## config.mk

```make
export PLATFORM = sky130hd
export DESIGN_NAME = psr_ctrl
export DESIGN_NICKNAME = d
export VERILOG_FILES = /design/src/rtl/psr_pkg.sv /design/src/rtl/psr_status.sv /design/src/rtl/psr_retaddr.sv /design/src/rtl/psr_redirect.sv /design/src/rtl/psr_ctrl.sv
export SDC_FILE = /design/constraint.sdc
export NUM_CORES = 1
export LEC_CHECK = 0
export BUFFER_PORTS_ARGS = -buffer_cell sky130_fd_sc_hd__buf_2
export CAP_MARGIN = 0
export CORE_ASPECT_RATIO = 1.1
export CORE_MARGIN = 4
export CORE_UTILIZATION = 50
export CTS_BUF_LIST = sky130_fd_sc_hd__clkbuf_8 sky130_fd_sc_hd__clkbuf_16
export DETAILED_ROUTE_END_ITERATION = 10
export GPL_TIMING_DRIVEN = 0
export PLACE_DENSITY = 0.75
export SYNTH_ARGS = -nofsm -noshare
export SYNTH_HDL_FRONTEND = slang
export SYNTH_SLANG_ARGS = --single-unit
```

## constraint.sdc

```tcl
create_clock -name clk -period 4.3 [get_ports clk]
set_input_delay 0.645 -clock clk [delete_from_list [all_inputs] [get_ports clk]]
set_output_delay 0.645 -clock clk [all_outputs]
set_load 0.005 [all_outputs]
```

## src/rtl/psr_pkg.sv

```systemverilog
// Package: shared encodings for the privileged status controller.
// Assumes a status word of at least three bits; bit positions are fixed.
package psr_pkg;
    typedef enum logic [1:0] {
        OP_DI    = 2'd0,
        OP_EI    = 2'd1,
        OP_ERET  = 2'd2,
        OP_DERET = 2'd3
    } psr_op_e;

    typedef enum logic [1:0] {
        SEL_STATUS = 2'd0,
        SEL_EXC    = 2'd1,
        SEL_ERR    = 2'd2,
        SEL_DBG    = 2'd3
    } psr_sel_e;

    localparam int IE_BIT  = 0;
    localparam int EXL_BIT = 1;
    localparam int ERL_BIT = 2;

    // Number of saved return addresses.
    localparam int N_RET = 3;
endpackage

```

## src/rtl/psr_status.sv

```systemverilog
// Module: psr_status
// Holds the status word and debug flag, applies commands and status
// writes, captures the pre-command word for enable/disable, and derives
// the interrupt request and kernel-mode flags.
// Assumes: a command in the same cycle as a status write wins.
module psr_status
    import psr_pkg::*;
#(
    parameter int XLEN  = 32,
    parameter int IRQ_N = 8
) (
    input  logic             clk,
    input  logic             rst_n,
    input  logic             cmd_valid,
    input  logic [1:0]       cmd_op,
    input  logic             wr_status,
    input  logic [XLEN-1:0]  wdata,
    input  logic             dbg_enter,
    input  logic [IRQ_N-1:0] irq_lines,
    output logic [XLEN-1:0]  status_q,
    output logic             debug_q,
    output logic [XLEN-1:0]  old_q,
    output logic             old_valid_q,
    output logic             flags_upd_q,
    output logic             use_err,
    output logic             irq_req,
    output logic             kernel_mode
);
    localparam logic [XLEN-1:0] RST_STATUS = XLEN'(1) << ERL_BIT;
    localparam logic [XLEN-1:0] ERL_MASK   = XLEN'(1) << ERL_BIT;
    localparam logic [XLEN-1:0] EXL_MASK   = XLEN'(1) << EXL_BIT;

    psr_op_e         op;
    logic [XLEN-1:0] st_d;
    logic            dbg_d;
    logic            is_ie_cmd;

    assign op        = psr_op_e'(cmd_op);
    assign is_ie_cmd = cmd_valid && (op == OP_DI || op == OP_EI);

    // Next-state computation for status word and debug flag.
    always_comb begin
        st_d  = status_q;
        dbg_d = debug_q;
        if (cmd_valid) begin
            case (op)
                OP_DI:   st_d[IE_BIT] = 1'b0;
                OP_EI:   st_d[IE_BIT] = 1'b1;
                OP_ERET: begin
                    if (status_q[ERL_BIT]) st_d[ERL_BIT] = 1'b0;
                    else                   st_d[EXL_BIT] = 1'b0;
                end
                default: dbg_d = 1'b0;
            endcase
        end else if (wr_status) begin
            st_d = wdata;
        end
        if (dbg_enter && !(cmd_valid && op == OP_DERET)) dbg_d = 1'b1;
    end

    // State, captured old word and strobes.
    always_ff @(posedge clk) begin
        if (!rst_n) begin
            status_q    <= RST_STATUS;
            debug_q     <= 1'b0;
            old_q       <= '0;
            old_valid_q <= 1'b0;
            flags_upd_q <= 1'b0;
        end else begin
            status_q    <= st_d;
            debug_q     <= dbg_d;
            old_valid_q <= is_ie_cmd;
            if (is_ie_cmd) old_q <= status_q;
            flags_upd_q <= cmd_valid || wr_status || dbg_enter;
        end
    end

    // Derived flags from the current state.
    assign use_err     = status_q[ERL_BIT];
    assign kernel_mode = status_q[EXL_BIT] | status_q[ERL_BIT] | debug_q;
    assign irq_req     = (|irq_lines) & status_q[IE_BIT] & ~kernel_mode;

    AST_DI_CLEARS_IE: assert property (@(posedge clk) disable iff (!rst_n)
        (cmd_valid && op == OP_DI) |=> !status_q[IE_BIT]);
    AST_EI_SETS_IE: assert property (@(posedge clk) disable iff (!rst_n)
        (cmd_valid && op == OP_EI) |=> status_q[IE_BIT]);
    AST_ERET_ERR_PATH: assert property (@(posedge clk) disable iff (!rst_n)
        (cmd_valid && op == OP_ERET && status_q[ERL_BIT])
        |=> status_q == ($past(status_q) & ~ERL_MASK));
    AST_ERET_EXC_PATH: assert property (@(posedge clk) disable iff (!rst_n)
        (cmd_valid && op == OP_ERET && !status_q[ERL_BIT])
        |=> status_q == ($past(status_q) & ~EXL_MASK));
    AST_DERET_LEAVES_DEBUG: assert property (@(posedge clk) disable iff (!rst_n)
        (cmd_valid && op == OP_DERET) |=> (!debug_q && $stable(status_q)));
    AST_FLAGS_AFTER_CMD: assert property (@(posedge clk) disable iff (!rst_n)
        cmd_valid |=> flags_upd_q);
endmodule

```

## src/rtl/psr_retaddr.sv

```systemverilog
// Module: psr_retaddr
// Bank of saved return addresses (exception, error, debug), each loaded
// by the write port when the selector names it.
// Assumes: selector codes 1..N_RET map to bank entries 0..N_RET-1.
module psr_retaddr
    import psr_pkg::*;
#(
    parameter int XLEN = 32
) (
    input  logic            clk,
    input  logic            rst_n,
    input  logic            wr_en,
    input  logic [1:0]      wr_sel,
    input  logic [XLEN-1:0] wdata,
    output logic [XLEN-1:0] exc_pc,
    output logic [XLEN-1:0] err_pc,
    output logic [XLEN-1:0] dbg_pc
);
    logic [XLEN-1:0] addr_q [N_RET];

    for (genvar i = 0; i < N_RET; i++) begin : g_bank
        // Load one entry when its selector code is written.
        always_ff @(posedge clk) begin
            if (!rst_n)
                addr_q[i] <= '0;
            else if (wr_en && wr_sel == 2'(i + 1))
                addr_q[i] <= wdata;
        end
    end

    assign exc_pc = addr_q[int'(SEL_EXC) - 1];
    assign err_pc = addr_q[int'(SEL_ERR) - 1];
    assign dbg_pc = addr_q[int'(SEL_DBG) - 1];
endmodule

```

## src/rtl/psr_redirect.sv

```systemverilog
// Module: psr_redirect
// Registers the redirect pulse and target for return commands and owns
// the load-linked address, which every return forces to 1.
// Assumes: use_err reflects the status word before the command edge.
module psr_redirect
    import psr_pkg::*;
#(
    parameter int XLEN = 32
) (
    input  logic            clk,
    input  logic            rst_n,
    input  logic            cmd_valid,
    input  logic [1:0]      cmd_op,
    input  logic            use_err,
    input  logic [XLEN-1:0] exc_pc,
    input  logic [XLEN-1:0] err_pc,
    input  logic [XLEN-1:0] dbg_pc,
    input  logic            ll_set,
    input  logic [XLEN-1:0] ll_wdata,
    output logic            redirect_valid_q,
    output logic [XLEN-1:0] redirect_pc_q,
    output logic [XLEN-1:0] ll_addr_q
);
    localparam logic [XLEN-1:0] LL_KILL = XLEN'(1);

    psr_op_e         op;
    logic            is_ret;
    logic [XLEN-1:0] target;

    assign op     = psr_op_e'(cmd_op);
    assign is_ret = cmd_valid && (op == OP_ERET || op == OP_DERET);

    // Target selection: debug, then error-level priority, else exception.
    always_comb begin
        if (op == OP_DERET)  target = dbg_pc;
        else if (use_err)    target = err_pc;
        else                 target = exc_pc;
    end

    // Redirect pulse, target and link address register.
    always_ff @(posedge clk) begin
        if (!rst_n) begin
            redirect_valid_q <= 1'b0;
            redirect_pc_q    <= '0;
            ll_addr_q        <= '0;
        end else begin
            redirect_valid_q <= is_ret;
            if (is_ret) redirect_pc_q <= target;
            if (is_ret)      ll_addr_q <= LL_KILL;
            else if (ll_set) ll_addr_q <= ll_wdata;
        end
    end

    AST_REDIRECT_FROM_RETURN: assert property (@(posedge clk) disable iff (!rst_n)
        redirect_valid_q |-> $past(cmd_valid && cmd_op[1]));
    AST_RETURN_KILLS_LL: assert property (@(posedge clk) disable iff (!rst_n)
        redirect_valid_q |-> ll_addr_q == LL_KILL);
endmodule

```

## src/rtl/psr_ctrl.sv

```systemverilog
// Module: psr_ctrl (top)
// Privileged status and exception-return controller: status word,
// debug flag, return-address bank, redirect and link-address handling.
// Assumes: at most one command per cycle from decode.
module psr_ctrl
    import psr_pkg::*;
#(
    parameter int XLEN  = 32,
    parameter int IRQ_N = 8
) (
    input  logic             clk,
    input  logic             rst_n,
    input  logic             cmd_valid,
    input  logic [1:0]       cmd_op,
    input  logic             wr_en,
    input  logic [1:0]       wr_sel,
    input  logic [XLEN-1:0]  wr_data,
    input  logic             dbg_enter,
    input  logic             ll_set,
    input  logic [XLEN-1:0]  ll_wdata,
    input  logic [IRQ_N-1:0] irq_lines,
    output logic [XLEN-1:0]  status,
    output logic             debug_mode,
    output logic             kernel_mode,
    output logic             irq_req,
    output logic             old_status_valid,
    output logic [XLEN-1:0]  old_status,
    output logic             flags_upd,
    output logic             redirect_valid,
    output logic [XLEN-1:0]  redirect_pc,
    output logic [XLEN-1:0]  ll_addr
);
    logic            wr_status;
    logic            use_err;
    logic [XLEN-1:0] exc_pc, err_pc, dbg_pc;

    assign wr_status = wr_en && (psr_sel_e'(wr_sel) == SEL_STATUS);

    psr_status #(.XLEN(XLEN), .IRQ_N(IRQ_N)) u_status (
        .clk         (clk),
        .rst_n       (rst_n),
        .cmd_valid   (cmd_valid),
        .cmd_op      (cmd_op),
        .wr_status   (wr_status),
        .wdata       (wr_data),
        .dbg_enter   (dbg_enter),
        .irq_lines   (irq_lines),
        .status_q    (status),
        .debug_q     (debug_mode),
        .old_q       (old_status),
        .old_valid_q (old_status_valid),
        .flags_upd_q (flags_upd),
        .use_err     (use_err),
        .irq_req     (irq_req),
        .kernel_mode (kernel_mode)
    );

    psr_retaddr #(.XLEN(XLEN)) u_retaddr (
        .clk    (clk),
        .rst_n  (rst_n),
        .wr_en  (wr_en),
        .wr_sel (wr_sel),
        .wdata  (wr_data),
        .exc_pc (exc_pc),
        .err_pc (err_pc),
        .dbg_pc (dbg_pc)
    );

    psr_redirect #(.XLEN(XLEN)) u_redirect (
        .clk              (clk),
        .rst_n            (rst_n),
        .cmd_valid        (cmd_valid),
        .cmd_op           (cmd_op),
        .use_err          (use_err),
        .exc_pc           (exc_pc),
        .err_pc           (err_pc),
        .dbg_pc           (dbg_pc),
        .ll_set           (ll_set),
        .ll_wdata         (ll_wdata),
        .redirect_valid_q (redirect_valid),
        .redirect_pc_q    (redirect_pc),
        .ll_addr_q        (ll_addr)
    );

    AST_REDIRECT_NOT_ON_IE_CMD: assert property (@(posedge clk) disable iff (!rst_n)
        old_status_valid |-> !redirect_valid);
endmodule

```

**After elaboration in Yosys (flattened, before gate mapping)**

Memory sizes are Yosys's and may differ from the RTL's.
Index checks and enable logic that the tools add are counted.
W data, S select, Z words.

- Bitwise logic cells: 10
- Eq/ne operators: 10
- Div/mod/pow operators: 0
- Multipliers: 0
- Add/subtract/negate cells: 0
- Mux-type cells: 25
- Magnitude comparators: 0
- Reductions and logical operators: 26
- Shifts and indexed selects: 0

Operators by type and width:

| cell | count |
|---|---|
| $mux W32 | 5 |
| $mux W1 | 16 |
| $eq A2 B2 Y1 const B | 4 |
| $logic_and A1 B1 Y1 | 8 |
| $reduce_and A2 Y1 | 4 |
| $reduce_or A8 Y1 | 1 |
| $mux W3 | 2 |
| $reduce_bool A2 Y1 | 3 |
| $or A1 B1 Y1 | 5 |
| $eq A2 B1 Y1 const B | 2 |
| $logic_not A2 Y1 | 2 |
| $logic_or A1 B1 Y1 | 4 |
| $ne A2 B1 Y1 const B | 2 |
| $ne A3 B1 Y1 const B | 1 |
| $not A1 Y1 | 3 |
| $reduce_and A3 Y1 | 1 |
| $reduce_or A3 Y1 | 1 |
| $and A1 B1 Y1 | 2 |
| $mux W2 | 1 |
| $ne A2 B2 Y1 const B | 1 |
| $pmux W1 S2 | 1 |
| $reduce_or A2 Y1 | 1 |
| $logic_not A1 Y1 | 1 |

- Memories kept: 1
- Logic and storage cells: 84
- Bits in read-only memories: 0
- Output and inout port bits: 134
- Register bits: 132
- Bits of input ports: 82
- Latch bits: 0
- Memory bits (writable): 96

Memory list:

| name | words | width | rd ports | clocked after Yosys merged registers in | wr ports | line | text |
|---|---|---|---|---|---|---|---|
| u_retaddr.addr_q | 3 | 32 | 3 | 0 | 3 | psr_retaddr.sv:19 | `logic [XLEN-1:0] addr_q [N_RET];` |

**Depth between registers and ports, before layout**

- Word-level depth: 6
- Gate-level depth with buffers: 5
- Depth with buffers taken out: 3

**Cells and area by module**

Synthesis repeated with hierarchy kept, for this count alone.

- Cell total of the unflattened synthesis: 798
- Area, all modules: 9479.1 sq um

Modules (own cells, without submodules):

| module | cells each | area an instance (sq um) | times used |
|---|---|---|---|
| psr_retaddr | 210 | 3679.8 | 1 |
| psr_redirect | 291 | 3030.4 | 1 |
| psr_status | 296 | 2756.4 | 1 |
| psr_ctrl | 1 | 12.5 | 1 |

**Worst setup path after synthesis**

No wires, ideal clock.

- Kind: input port to flip-flop
- Start point: input port wr_sel[1]
- End point: memory u_retaddr.addr_q[0][0] (enable)
- Stages on the path: 2
- Data required time: 3.834 ns
- Library setup time: 0.466 ns
- Path buffers: 0
- Path slack: 0.739 ns
- Data arrival time: 3.095 ns
- Cells stage by stage: nand2b_1 -> o21ai_0

RTL lines:

| what | line | text |
|---|---|---|
| from (decl) | psr_ctrl.sv:16 | `input logic [1:0] wr_sel,` |
| to (decl) | psr_retaddr.sv:19 |  |

**Worst setup path after layout**

- Start point: register u_status.status_q[2]
- End point: output port irq_req

- Longest elaborated chain between the ends: 4

RTL lines:

| what | line | text |
|---|---|---|
| from (decl) | psr_status.sv:20 | `output logic [XLEN-1:0] status_q,` |
| from (signal assigned) | psr_status.sv:70 | `status_q <= st_d;` |
| $or A1 B1 Y1 (2 in series) | psr_status.sv:80 | `assign kernel_mode = status_q[EXL_BIT] \| status_q[ERL_BIT] \| debug_q;` |
| $not A1 Y1 | psr_status.sv:81 | `assign irq_req = (\|irq_lines) & status_q[IE_BIT] & ~kernel_mode;` |
| $and A1 B1 Y1 | psr_status.sv:81 |  |
| to (decl) | psr_ctrl.sv:25 | `output logic irq_req,` |

Every way passes these cells.

==> results.yml <==
cells_and_area:
  drive_gt1_frac: 0.262
  syn_to_final_growth_pct: 26.3
  n_fill_cell: 1352
  num-nets-final: 1121
  postLayoutCellArea_um2: 11200
  multi_input_area_um2: 3100
  regArea_um2: 5530
yosys:
  ys_top_cells_by_count: "dfxtp_1 (132), nand2_1 (128), and2_1 (99)"
  synth_nets: 880
  synth.yosys.seq_area_share: 0.624
  synthesis.area_um2: 8860
  synth_top_area_frac: 0.325
  async_flop_share: 0
  yosysMostFrequentCell: "dfxtp_1"
  synth-seq-cells: 228
  synth_flop_cell: "dfxtp_1"
  synth_area_per_cell_um2: 11.1
  synth_cells: 798
  synth_area_leaders: "edfxtp_1 (33%), dfxtp_1 (30%), and2_1 (7.0%)"
  synth_edf_count: 96
  ys_types: 32
  yosysTopAreaCell: "edfxtp_1"
  yosys_warnings: 0
power:
  vdd.ir_drop.worst_mv: 0.274
  cell_internal_pwr_mw: 3.93
  p_total_mw: 5.01
  p_sw_mw: 1.08
  leakage_nw: 4.58
  power.clock.fraction: 0.445
  power.density_nw_per_um2: 448
  swShare: 0.215
  p_comb_frac: 0.074
  p_seq_frac: 0.481
grt:
  grt_pass1_wl_mm: 36.1
  antenna_found_initial: 3
  grt.total_usage: 0.228
  grt_pass1_vias: 6765
  grt_overflow: 0
  grt_max_degree: 21
setup_path:
  cp.arrival_ps: 1680
  path_class: "flip-flop to output pin"
  critPathCaptureType: "output pin"
  crit_fanout: 6
  cp.required_ps: 3650
  cp-start-kind: "flip-flop"
die:
  die_h_um: 148
  dieArea_um2: 19900
  start_util: 0.515
  io_pins: 216
  core-area_um2: 17200
  row_count: 50
  die_w_um: 135
placement:
  placed_cell_area_um2: 10300
  dpl.hpwl_mm: 16.6
  port-buffer-count: 214
  gp_congestion: 0.819
  dp_slack_ps: 1960
timing:
  fin_worst_skew_ps: 14.6
  grt_setup_unrepaired: "no"
  worstMarginPinSlew_ps: 714
  relSlewSlack: 0.524
  setup_violations: 0
  hold_viol: 0
  fin_crit_sh: 0.541
  drv_slew: 0
  worst_slack_ps: 1970
  holdWs_ps: 384
  period_minus_slack_ps: 2330
  fmax_ghz: 0.430
clock_tree:
  cts_tree: "done"
  cts_sinks: 228
  cts_hold_buf: 0
  cts_inserted_buffers: 22
  h-tree-depth: 1
  clk_latency_ps: 510
  root_buffer: "clkbuf_16"
  cts_resized: 0
  clockBufferDepth: 3
  clkTransAtPathRegs_ps: 60
  cts_setup_buffers: 0
detailed_routing:
  vias: 6636
  wl_per_cell_um: 17.9
  drc: 0
  totalWireLength_mm: 23.1
  via_per_inst: 5.14
  drt_iter0_markers: 361
  drt-pass1-iter-count: 4
  drtAntennaViolNets: 0
flow_run:
  maxCapViolations: 0
outcome:
  status: "complete, no violations"
worst_hold_path:
  hp-class: "input pin to flip-flop"
==> power groups by stage <==
stage	logic (mW)	registers (mW)	clock network [mW]
final	0.369	2.41	2.23
after global routing	0.408	2.42	2.35
after CTS	0.374	2.41	2.26
after detailed placement	0.371	2.46	0
after global placement	0.349	2.46	0
after floorplan	0.183	2.46	0
==> critical path, cell delays in order, from the launching register on <==
cell	delay [ps]
dfxtp_1	430
or3_1	430
a211oi_1	180
buf_2	150
==> final timing paths <==
kind | from | endpoint | slack (ps) | depth (start not counted)
worst max-delay path | u_status.status_q[2] | irq_req | 1970 | 3
worst min-delay path | ll_wdata[3] | u_redirect.ll_addr_q[3] | 380 | 3
worst max register to register | u_status.status_q[2] | u_redirect.redirect_pc_q[17] | 2360 | 4
worst min register to register | u_redirect.redirect_pc_q[14] | u_redirect.redirect_pc_q[14] | 460 | 1
==> registers in the layout, indices dropped and copies added, names as in the netlist <==
name,flops
u_redirect.ll_addr_q,32
u_redirect.redirect_pc_q,32
u_redirect.redirect_valid_q,1
u_retaddr.addr_q,96
u_status.debug_q,1
u_status.flags_upd_q,1
u_status.old_q,32
u_status.old_valid_q,1
u_status.status_q,32
==> cells by family (layout without fill, tap and decap cells) <==
kind of cell           after synthesis  count (layout)  synth area share
and+or+nand+nor                    305             305             0.171
DFF                                228             228             0.624
AOI/OAI and AO/OA                  170             170             0.139
buffers and inverters               63             320            0.0299
muxes                               32              32            0.0362
other                                0               2                 0
==> layout make-up <==
cell class / instances / area share
well taps: 234 / 0.0262
multi-input cells: 507 / 0.277
inverters: 2 / 0.000671
flip-flops and latches: 228 / 0.494
clock inverters: 16 / 0.0229
clock buffers: 24 / 0.0527
diodes: 2 / 0.000447
plain buffers: 61 / 0.0230
repair buffers: 217 / 0.103
==> metal layers <==
metal,global-route usage,vias up,part of all wire
met5,0,-,0.00056
met4,0.0647,2,0.017
met3,0.0449,33,0.072
met2,0.398,232,0.50
met1,0.287,3125,0.41
li1,-,3244,-
==> layout by cell type (no fill, tap or decap), types with 7 or more instances in the layout <==
cell | synthesis | final
a21boi_0 | 52 | 52
o2bb2ai_1 | 32 | 32
bufinv_16 | 0 | 7
clkbuf_1 | 45 | 45
nand2_1 | 128 | 128
a21boi_1 | 11 | 11
dfxtp_1 | 132 | 132
a211oi_1 | 33 | 33
clkbuf_16 | 0 | 23
o21ai_0 | 36 | 33
nor2_1 | 34 | 34
nor2b_1 | 33 | 33
edfxtp_1 | 96 | 96
mux2i_1 | 32 | 32
and2_1 | 99 | 99
buf_2 | 14 | 228
==> through the flow <==
| step | setup TNS (ps) | cells | utilization |
|---|---|---|---|
| final | 0 | 1291 | 0.650 |
| after CTS | 0 | 1289 | 0.650 |
| after global routing | 0 | 1291 | 0.650 |
| after floorplan | 0 | 798 | - |
| after detailed placement | 0 | 1249 | 0.601 |
| after global placement | -70890 | 1246 | 0.594 |
(Power assumes the default switching activity.)
